[config.mk]
export PLATFORM = sky130hd
export DESIGN_NAME = exec_alu_cc
export DESIGN_NICKNAME = d
export VERILOG_FILES = /design/src/rtl/alu_cc_pkg.sv /design/src/rtl/alu_datapath.sv /design/src/rtl/cc_register.sv /design/src/rtl/branch_eval.sv /design/src/rtl/exec_alu_cc.sv
export SDC_FILE = /design/constraint.sdc
export NUM_CORES = 1
export LEC_CHECK = 0
export CORE_MARGIN = 8
export CORE_UTILIZATION = 49
export CTS_CLUSTER_SIZE = 12
export DETAILED_ROUTE_END_ITERATION = 16
export PLACE_DENSITY = 0.87
export SYNTH_ARGS = -nofsm -noshare
export SYNTH_HDL_FRONTEND = slang
export SYNTH_HIERARCHICAL = 1
export SYNTH_SLANG_ARGS = --single-unit
[constraint.sdc]
create_clock -name clk -period 8.7 [get_ports clk]
set_input_delay 1.74 -clock clk [delete_from_list [all_inputs] [get_ports clk]]
set_output_delay 1.74 -clock clk [all_outputs]
set_load 0.03 [all_outputs]
[src/rtl/alu_cc_pkg.sv]
// Package: shared encodings and types for the execute-stage ALU.
// Assumes a 4-bit operation code and 4-bit function code from decode.
package alu_cc_pkg;

    localparam logic [3:0] OPC_ARITH = 4'h6;
    localparam logic [3:0] OPC_JUMP  = 4'h7;

    typedef enum logic [3:0] {
        FN_ADD = 4'h0,
        FN_SUB = 4'h1,
        FN_AND = 4'h2,
        FN_XOR = 4'h3
    } arith_fn_e;

    typedef enum logic [3:0] {
        JC_ALWAYS = 4'h0,
        JC_LE     = 4'h1,
        JC_LT     = 4'h2,
        JC_EQ     = 4'h3,
        JC_NE     = 4'h4,
        JC_GE     = 4'h5,
        JC_GT     = 4'h6
    } jump_cond_e;

    typedef struct packed {
        logic zf;
        logic sf;
        logic of;
    } cc_t;

    localparam cc_t CC_RESET = '{zf: 1'b1, sf: 1'b0, of: 1'b0};

endpackage

[src/rtl/alu_datapath.sv]
// Module: combinational datapath. One shared adder serves add, subtract
// and address arithmetic; the logic unit serves AND and XOR.
// Assumes opcode/fcode are stable during the cycle; no state inside.
module alu_datapath
    import alu_cc_pkg::*;
#(
    parameter int W = 32
) (
    input  logic [3:0]   opcode,
    input  logic [3:0]   fcode,
    input  logic [W-1:0] opnd_a,
    input  logic [W-1:0] opnd_b,
    output logic [W-1:0] result,
    output cc_t          cc_next,
    output logic         arith_ok,
    output logic         arith_bad
);
    localparam int MSB = W - 1;

    logic          is_arith;
    logic          do_sub;
    logic [W-1:0]  addend;
    logic [W-1:0]  sum;
    logic          sum_ovf;

    // Decode the group and pick subtract mode for the shared adder.
    always_comb begin
        is_arith  = (opcode == OPC_ARITH);
        arith_ok  = is_arith && (fcode <= 4'(FN_XOR));
        arith_bad = is_arith && (fcode >  4'(FN_XOR));
        do_sub    = is_arith && (fcode == 4'(FN_SUB));
    end

    // Shared adder: b + a, or b + ~a + 1 for subtract.
    always_comb begin
        addend = do_sub ? ~opnd_a : opnd_a;
        sum    = opnd_b + addend + W'(do_sub);
        // Same rule serves add and subtract once the addend is inverted.
        sum_ovf = (addend[MSB] == opnd_b[MSB]) && (sum[MSB] != opnd_b[MSB]);
    end

    // Select the result word for the current operation.
    always_comb begin
        result = sum;
        if (is_arith) begin
            unique case (fcode)
                4'(FN_ADD), 4'(FN_SUB): result = sum;
                4'(FN_AND):             result = opnd_a & opnd_b;
                4'(FN_XOR):             result = opnd_a ^ opnd_b;
                default:                result = '0;
            endcase
        end
    end

    // Candidate flags; logic operations always clear overflow.
    always_comb begin
        cc_next.zf = (result == '0);
        cc_next.sf = result[MSB];
        cc_next.of = (fcode == 4'(FN_ADD) || fcode == 4'(FN_SUB)) ? sum_ovf : 1'b0;
    end

endmodule

[src/rtl/cc_register.sv]
// Module: condition-code register with synchronous active-low reset.
// Assumes load is only raised for a valid arithmetic/logic operation.
module cc_register
    import alu_cc_pkg::*;
(
    input  logic clk,
    input  logic rst_n,
    input  logic load,
    input  cc_t  cc_d,
    output cc_t  cc_q
);
    // Hold flags, reload on a qualified operation, clear on reset.
    always_ff @(posedge clk) begin
        if (!rst_n)
            cc_q <= CC_RESET;
        else if (load)
            cc_q <= cc_d;
    end

endmodule

[src/rtl/branch_eval.sv]
// Module: jump condition evaluation from stored flags, signed meaning.
// Assumes the jump function code arrives with the jump operation code.
module branch_eval
    import alu_cc_pkg::*;
(
    input  logic       is_jump,
    input  logic [3:0] fcode,
    input  cc_t        cc,
    output logic       take
);
    logic lt;

    // Decode the jump function code against the flags.
    always_comb begin
        lt   = cc.sf ^ cc.of;
        take = 1'b0;
        if (is_jump) begin
            case (fcode)
                4'(JC_ALWAYS): take = 1'b1;
                4'(JC_LE):     take = lt | cc.zf;
                4'(JC_LT):     take = lt;
                4'(JC_EQ):     take = cc.zf;
                4'(JC_NE):     take = ~cc.zf;
                4'(JC_GE):     take = ~lt;
                4'(JC_GT):     take = ~lt & ~cc.zf;
                default:       take = 1'b0;
            endcase
        end
    end

endmodule

[src/rtl/exec_alu_cc.sv]
// Module: execute-stage top. Combinational result and branch decision,
// registered condition codes. Assumes operands are already read from the
// register file and that jump operands are ignored here.
module exec_alu_cc
    import alu_cc_pkg::*;
#(
    parameter int W = 32
) (
    input  logic         clk,
    input  logic         rst_n,
    input  logic [3:0]   opcode,
    input  logic [3:0]   fcode,
    input  logic         flag_en,
    input  logic [W-1:0] opnd_a,
    input  logic [W-1:0] opnd_b,
    output logic [W-1:0] result,
    output logic [2:0]   flags_q,
    output logic         jump_take,
    output logic         bad_op
);
    cc_t  cc_next;
    cc_t  cc_q;
    logic arith_ok;
    logic cc_load;

    alu_datapath #(.W(W)) i_dp (
        .opcode    (opcode),
        .fcode     (fcode),
        .opnd_a    (opnd_a),
        .opnd_b    (opnd_b),
        .result    (result),
        .cc_next   (cc_next),
        .arith_ok  (arith_ok),
        .arith_bad (bad_op)
    );

    // Only a defined arithmetic/logic operation with enable loads flags.
    always_comb cc_load = arith_ok && flag_en;

    cc_register i_cc (
        .clk   (clk),
        .rst_n (rst_n),
        .load  (cc_load),
        .cc_d  (cc_next),
        .cc_q  (cc_q)
    );

    branch_eval i_br (
        .is_jump (opcode == OPC_JUMP),
        .fcode   (fcode),
        .cc      (cc_q),
        .take    (jump_take)
    );

    // Present the flags as a flat vector {zero, sign, overflow}.
    always_comb flags_q = cc_q;

endmodule

* After elaboration in Yosys (flattened, before gate mapping)
Cells that the tools add are included. Widths: inputs -> output; s select.
Word-level totals: register bits 3, input port bits 75, word-level logic and storage cells 40
Operators by class: $add $sub $neg 2, $lt $le $gt $ge 2, eq/ne operators 10, multiplexer cells 6, bitwise operators 8, reductions and logical operators 9
Operator list (number):
- $pmux 32 s3 | 1
- $mux 32 | 2
- $add 32x1->32 | 1
- $add 32x32->32 | 1
- $and 32x32->32 | 1
- $logic_not 32->1 | 1
- $not 32->32 | 1
- $xor 32x32->32 | 1
- $eq 4x3->1 const B | 5
- $eq 4x2->1 const B | 2
- $pmux 1 s7 | 1
- $logic_and 1x1->1 | 5
- $eq 4x1->1 const B | 1
- $gt 4x2->1 const B | 1
- $le 4x2->1 const B | 1
- $logic_not 4->1 | 1
- $mux 1 | 2
- $not 1->1 | 2
- $reduce_or 2->1 | 1
- $and 1x1->1 | 1
- $eq 1x1->1 | 1
- $logic_or 1x1->1 | 1
- $ne 1x1->1 | 1
- $or 1x1->1 | 1
- $xor 1x1->1 | 1

* Longest topological paths before layout
Gate-level depths: netlist of run 1.
depth in word-level cells 8, gate-level depth with buffers 19

* Cells and area by module
The synthesis of run 1 kept the hierarchy.
By module, submodules not included:
- alu_datapath | times used 1, cells an instance 449, area each 3380.7 µm²
- cc_register | times used 1, cells an instance 9, area each 106.4 µm²
- branch_eval | times used 1, cells an instance 12, area each 73.8 µm²
- exec_alu_cc | times used 1, cells an instance 2, area each 16.3 µm²

* Worst setup path before layout of run 1
OpenSTA, ideal clock, no wires.
path type input to output, start input port fcode[1], end output port result[28], arrival time 5.719 ns, required time 6.960 ns, slack 1.241 ns, stages on the path 14, path buffers 2, path through buf_6 -> or4b_1 -> nor2_1 -> clkbuf_1 -> xor2_1 -> fa_1 -> a21o_1 -> a221oi_4 -> nor3_1 -> o31ai_1 -> nor3_1 -> a2111oi_0 -> xnor2_1 -> a21o_1
On the way: word-level cells in the longest chain between the ends 7, elaborated cells between the ends (all ways) 11, classes of those cells add/sub (2); eq/ne (3); mux (3); reduce/logical (3)
Ends and longest elaborated chain:
- start, declared | RTL line exec_alu_cc.sv:12 | input logic [3:0] fcode,
- $eq 4x1->1 | RTL line alu_datapath.sv:31, alu_datapath.sv:46
- $logic_and 1x1->1 | RTL line alu_datapath.sv:31 | do_sub = is_arith && (fcode == 4'(FN_SUB));
- $mux 32 | RTL line alu_datapath.sv:36 | addend = do_sub ? ~opnd_a : opnd_a;
- $add 32x32->32 | RTL line alu_datapath.sv:37 | sum = opnd_b + addend + W'(do_sub);
- $add 32x1->32 | RTL line alu_datapath.sv:37
- $pmux 32 s3 | RTL line alu_datapath.sv:46 | unique case (fcode)
- $mux 32 * | RTL line alu_datapath.sv:45 | if (is_arith) begin
- end, declared | RTL line exec_alu_cc.sv:16 | output logic [W-1:0] result,
Every way passes the cells marked *; elsewhere a longest branch is shown, timed or not.

* Worst setup path in the final report of run 1
start input port fcode[2], end output port result[29]
Same word-level chain as after synthesis.

==> results.py, run 1 <==
metrics = {
    "clock_network": {
        "numCtsBuffers": 3,
        "post-cts-setup-buffers": 0,
        "cts_max_level": 1,
        "clockBufferDepth": 2,
        "cts_hold_buf": 0,
        "clock_latency_ns": 0.21,
        "path_clk_slew_ns": 0.03,
        "clockRootBuffer": "clkbuf_8",
        "clock_sinks": 3,
        "cts_tree": "built",
        "ctsResizeCount": 0,
    },
    "synthesis": {
        "synth_cells": 472,
        "syn_area_um2": 3580,
        "synthMuxAreaShare": 0.101,
        "synthArstFlopShare": 0,
        "synth_edf_count": 0,
        "avgSynthCellArea_um2": 7.58,
        "synthAdderAreaFrac": 0.236,
        "seq_area_frac_synth": 0.0168,
        "synth_compound_area_frac": 0.269,
        "ys_dominant_reg_cell": "dfxtp_1",
        "synth_xor_area_frac": 0.135,
        "yosysTopAreaCell": "ha_1",
        "post-synth-top-area-fraction": 0.231,
        "synth_cell_type_count": 68,
        "ys_top_cells_by_area": "ha_1, mux2i_1, xor2_1",
        "ys_seq_elements": 3,
        "synth_top_family_by_area": "compound AO/OA/AOI/OAI gates",
        "synthesis.nets": 614,
        "ys_warn_count": 6,
        "yosys.area_share.simple": 0.208,
    },
    "floorplan": {
        "pin_count": 112,
        "die_y_um": 101,
        "start_util": 0.499,
        "rows": 31,
        "dieArea_um2": 10300,
        "coreArea_um2": 7180,
        "die_x_um": 101,
    },
    "min_path": {
        "hold_class": "reg2reg",
        "holdPathStages": 2,
    },
    "global_routing": {
        "antenna_found_initial": 0,
        "grt_pass1_wl_um": 20600,
        "groute.usage.overall": 0.246,
        "grt_pass1_vias": 4279,
        "grt_overflow": 0,
        "grt_max_degree": 40,
    },
    "outcome": {
        "outcome": "finished clean",
    },
    "worst_setup_path": {
        "crit_end": "result[29]",
        "crit_arrival_ns": 6.47,
        "rr_startpoint": "i_cc/cc_q[2]",
        "max_stage_delay_ns": 0.76,
        "crit_fanout": 24,
        "crit_chain": "clkdlybuf4s50_1 -> or4b_1 -> nor2_4 -> buf_4 -> buf_4 -> xor2_1 -> ha_1 -> a211oi_1 -> nor2_1 -> o41ai_1 -> o21ai_0 -> o21a_1 -> o32ai_1 -> clkdlybuf4s50_1",
        "crit_slowest_cell": "clkdlybuf4s50_1",
        "worst_ep_required_time_ns": 6.96,
        "rrSetupSlack_ns": 8.04,
        "critPathKind": "in2out",
        "start_kind": "input port",
        "cp-end-kind": "output port",
        "rr_worst_depth": 2,
        "startpoint": "fcode[2]",
        "r2r-end": "i_cc/cc_q[2]",
    },
    "power_and_ir_drop": {
        "power.internal_w": 0.000230,
        "p_leak_nw": 2.07,
        "powerDensity_nw_per_um2": 99.1,
        "pwr-share-comb": 0.888,
        "max-vdd-ir-drop_uv": 94.9,
        "pwr-share-seq": 0.029,
        "clkPwrFrac": 0.083,
        "switching_share": 0.520,
        "netSwitchingPower_w": 0.000249,
    },
    "drt": {
        "met1Wirelength_um": 5460,
        "via_per_inst": 6.04,
        "wl_um": 13100,
        "met3_length_um": 943,
        "ant_nets": 0,
        "vias": 4088,
        "first_iter_violations": 145,
        "dr.pass1.iters": 4,
        "drc": 0,
        "wl_per_cell_um": 19.3,
        "met2_length_um": 6440,
        "dr.max_layer_used": "met4",
    },
    "placed_design": {
        "dpl.hpwl_um": 10600,
        "io_buffers": 111,
        "place.gp.congestion": 0.967,
        "dp.cells": 673,
        "placed_area_um2": 4790,
    },
    "timing": {
        "finalClockSkew_ns": 0,
        "finalSetupTns_ns": 0,
        "setup_violations": 0,
        "drv_slew": 0,
        "slew_headroom": 0.252,
        "rsz0062_at_grt": "no",
        "hold_viol_final": 0,
        "worst_slew_pin_slew_ns": 1.12,
        "timing.fmax_mhz": 122,
        "period_share": 0.943,
        "worst_hold_slack_ns": 0.545,
        "fin_crit_ns": 8.21,
    },
    "final_layout": {
        "largest_register_ffs": 3,
        "fillers": 621,
        "fin_cells": 677,
        "largestRegisters": "i_cc/cc_q (3)",
        "final_area_um2": 4840,
        "drive_gt1_frac": 0.0571,
        "seq_area_um2": 60.1,
        "layout.nets": 721,
        "multi_input_area_um2": 3410,
        "area_delta_synth_final_pct": 35.2,
        "top_register": "i_cc/cc_q",
        "diodes": 0,
    },
    "flow_run": {
        "drv_cap": 0,
    },
}
## area by class of cell
type                    count  share of cell area
flip-flops and latches      3              0.0124
well taps                  99              0.0256
multi-input cells         441               0.704
repair buffers            119               0.240
inverters                  11             0.00854
clock buffers               4             0.00931
## worst min path at each step
stage,startpoint,slack [ns],to
after floorplan,i_cc/cc_q[0],0.66,i_cc/cc_q[0]
after global placement,i_cc/cc_q[2],0.54,i_cc/cc_q[2]
after detailed placement,i_cc/cc_q[1],0.54,i_cc/cc_q[1]
after CTS,i_cc/cc_q[1],0.55,i_cc/cc_q[1]
after global routing,i_cc/cc_q[0],0.59,i_cc/cc_q[0]
final,i_cc/cc_q[1],0.54,i_cc/cc_q[1]
## layout by cell type, fill, tap and decap left out, types with 11 or more instances in the layout
cell	n
clkdlybuf4s50_1	108
ha_1	66
xor2_1	40
nand2_1	38
a21oi_1	37
mux2i_1	35
o21ai_0	32
nor2_1	27
xnor2_1	15
o22ai_1	15
nor3_1	14
nand4_1	12
inv_1	11
## cells by family after synthesis
kind of cell,count (synthesis)
simple gates,140
compound gates,143
mux,36
flops,3
fa+ha+maj,67
xor+xnor,55
buf+inv,28
## power by group through the flow
stage,combinational [W],sequential [W],clock (W)
3_3_place_gp,0.000413,0.0000142,0
4_1_cts,0.000422,0.0000140,0.0000407
5_1_grt,0.000455,0.0000140,0.0000410
6_report,0.000426,0.0000140,0.0000399
2_1_floorplan,0.000261,0.0000143,0
3_5_place_dp,0.000419,0.0000142,0
## synthesized netlist by cell type (all sizes together) (3+ instances only)
| cell | number |
|---|---|
| nor3 | 15 |
| o21a | 8 |
| nand2 | 38 |
| and3 | 3 |
| inv | 11 |
| o22ai | 15 |
| a21o | 6 |
| o211ai | 4 |
| buf | 6 |
| nand3 | 7 |
| nand4 | 12 |
| nor2b | 5 |
| ha | 66 |
| o31ai | 4 |
| nor2 | 28 |
| nor4 | 3 |
| or4 | 5 |
| a21oi | 37 |
| o21bai | 6 |
| a211oi | 6 |
| xor2 | 40 |
| a31oi | 3 |
| or3 | 3 |
| o21ai | 33 |
| mux2i | 35 |
| dfxtp | 3 |
| nand2b | 3 |
| clkbuf | 11 |
| and2 | 3 |
| xnor2 | 15 |
| or2 | 4 |
## stage by stage
step,utilization,setup WS (ns),total power [W]
floorplan,-,1.24,0.000275
global placement,0.668,0.647,0.000427
detailed placement,0.668,0.602,0.000433
CTS,0.674,0.535,0.000477
global route,0.674,0.154,0.000510
finish,0.674,0.494,0.000479
## worst max-delay path: cells and delay by family
| kind | cells | cell delay [ns] |
|---|---|---|
| simple gates | 3 | 0.78 |
| fa+ha+maj | 1 | 0.32 |
| buf+inv | 4 | 1.94 |
| compound gates | 5 | 1.47 |
| xor+xnor | 1 | 0.19 |
## routing by layer
| metal | global-route usage | vias up |
|---|---|---|
| li1 | - | 2010 |
| met4 | 0.0767 | 0 |
| met1 | 0.280 | 1902 |
| met2 | 0.453 | 157 |
| met5 | 0 | - |
| met3 | 0.0412 | 19 |
Power figures use the tool's default switching activity.
==> run 2: changes to the inputs <==
--- a/config.mk
+++ b/config.mk
@@ -9,8 +9,10 @@
 export CORE_UTILIZATION = 49
 export CTS_CLUSTER_SIZE = 12
 export DETAILED_ROUTE_END_ITERATION = 16
+export HOLD_SLACK_MARGIN = 0.12
 export PLACE_DENSITY = 0.87
 export SYNTH_ARGS = -nofsm -noshare
 export SYNTH_HDL_FRONTEND = slang
 export SYNTH_HIERARCHICAL = 1
 export SYNTH_SLANG_ARGS = --single-unit
+export TNS_END_PERCENT = 100
==> results of run 2 <==
No change in the layout: final DEF, timing and power equal those of run 1.
==> run 3: changes to the inputs <==
--- a/config.mk
+++ b/config.mk
@@ -7,7 +7,7 @@
 export LEC_CHECK = 0
 export CORE_MARGIN = 8
 export CORE_UTILIZATION = 49
-export CTS_CLUSTER_SIZE = 12
+export CTS_CLUSTER_SIZE = 24
 export DETAILED_ROUTE_END_ITERATION = 16
 export HOLD_SLACK_MARGIN = 0.12
 export PLACE_DENSITY = 0.87
==> results of run 3 <==
No change in the layout: final DEF, timing and power equal those of run 1.
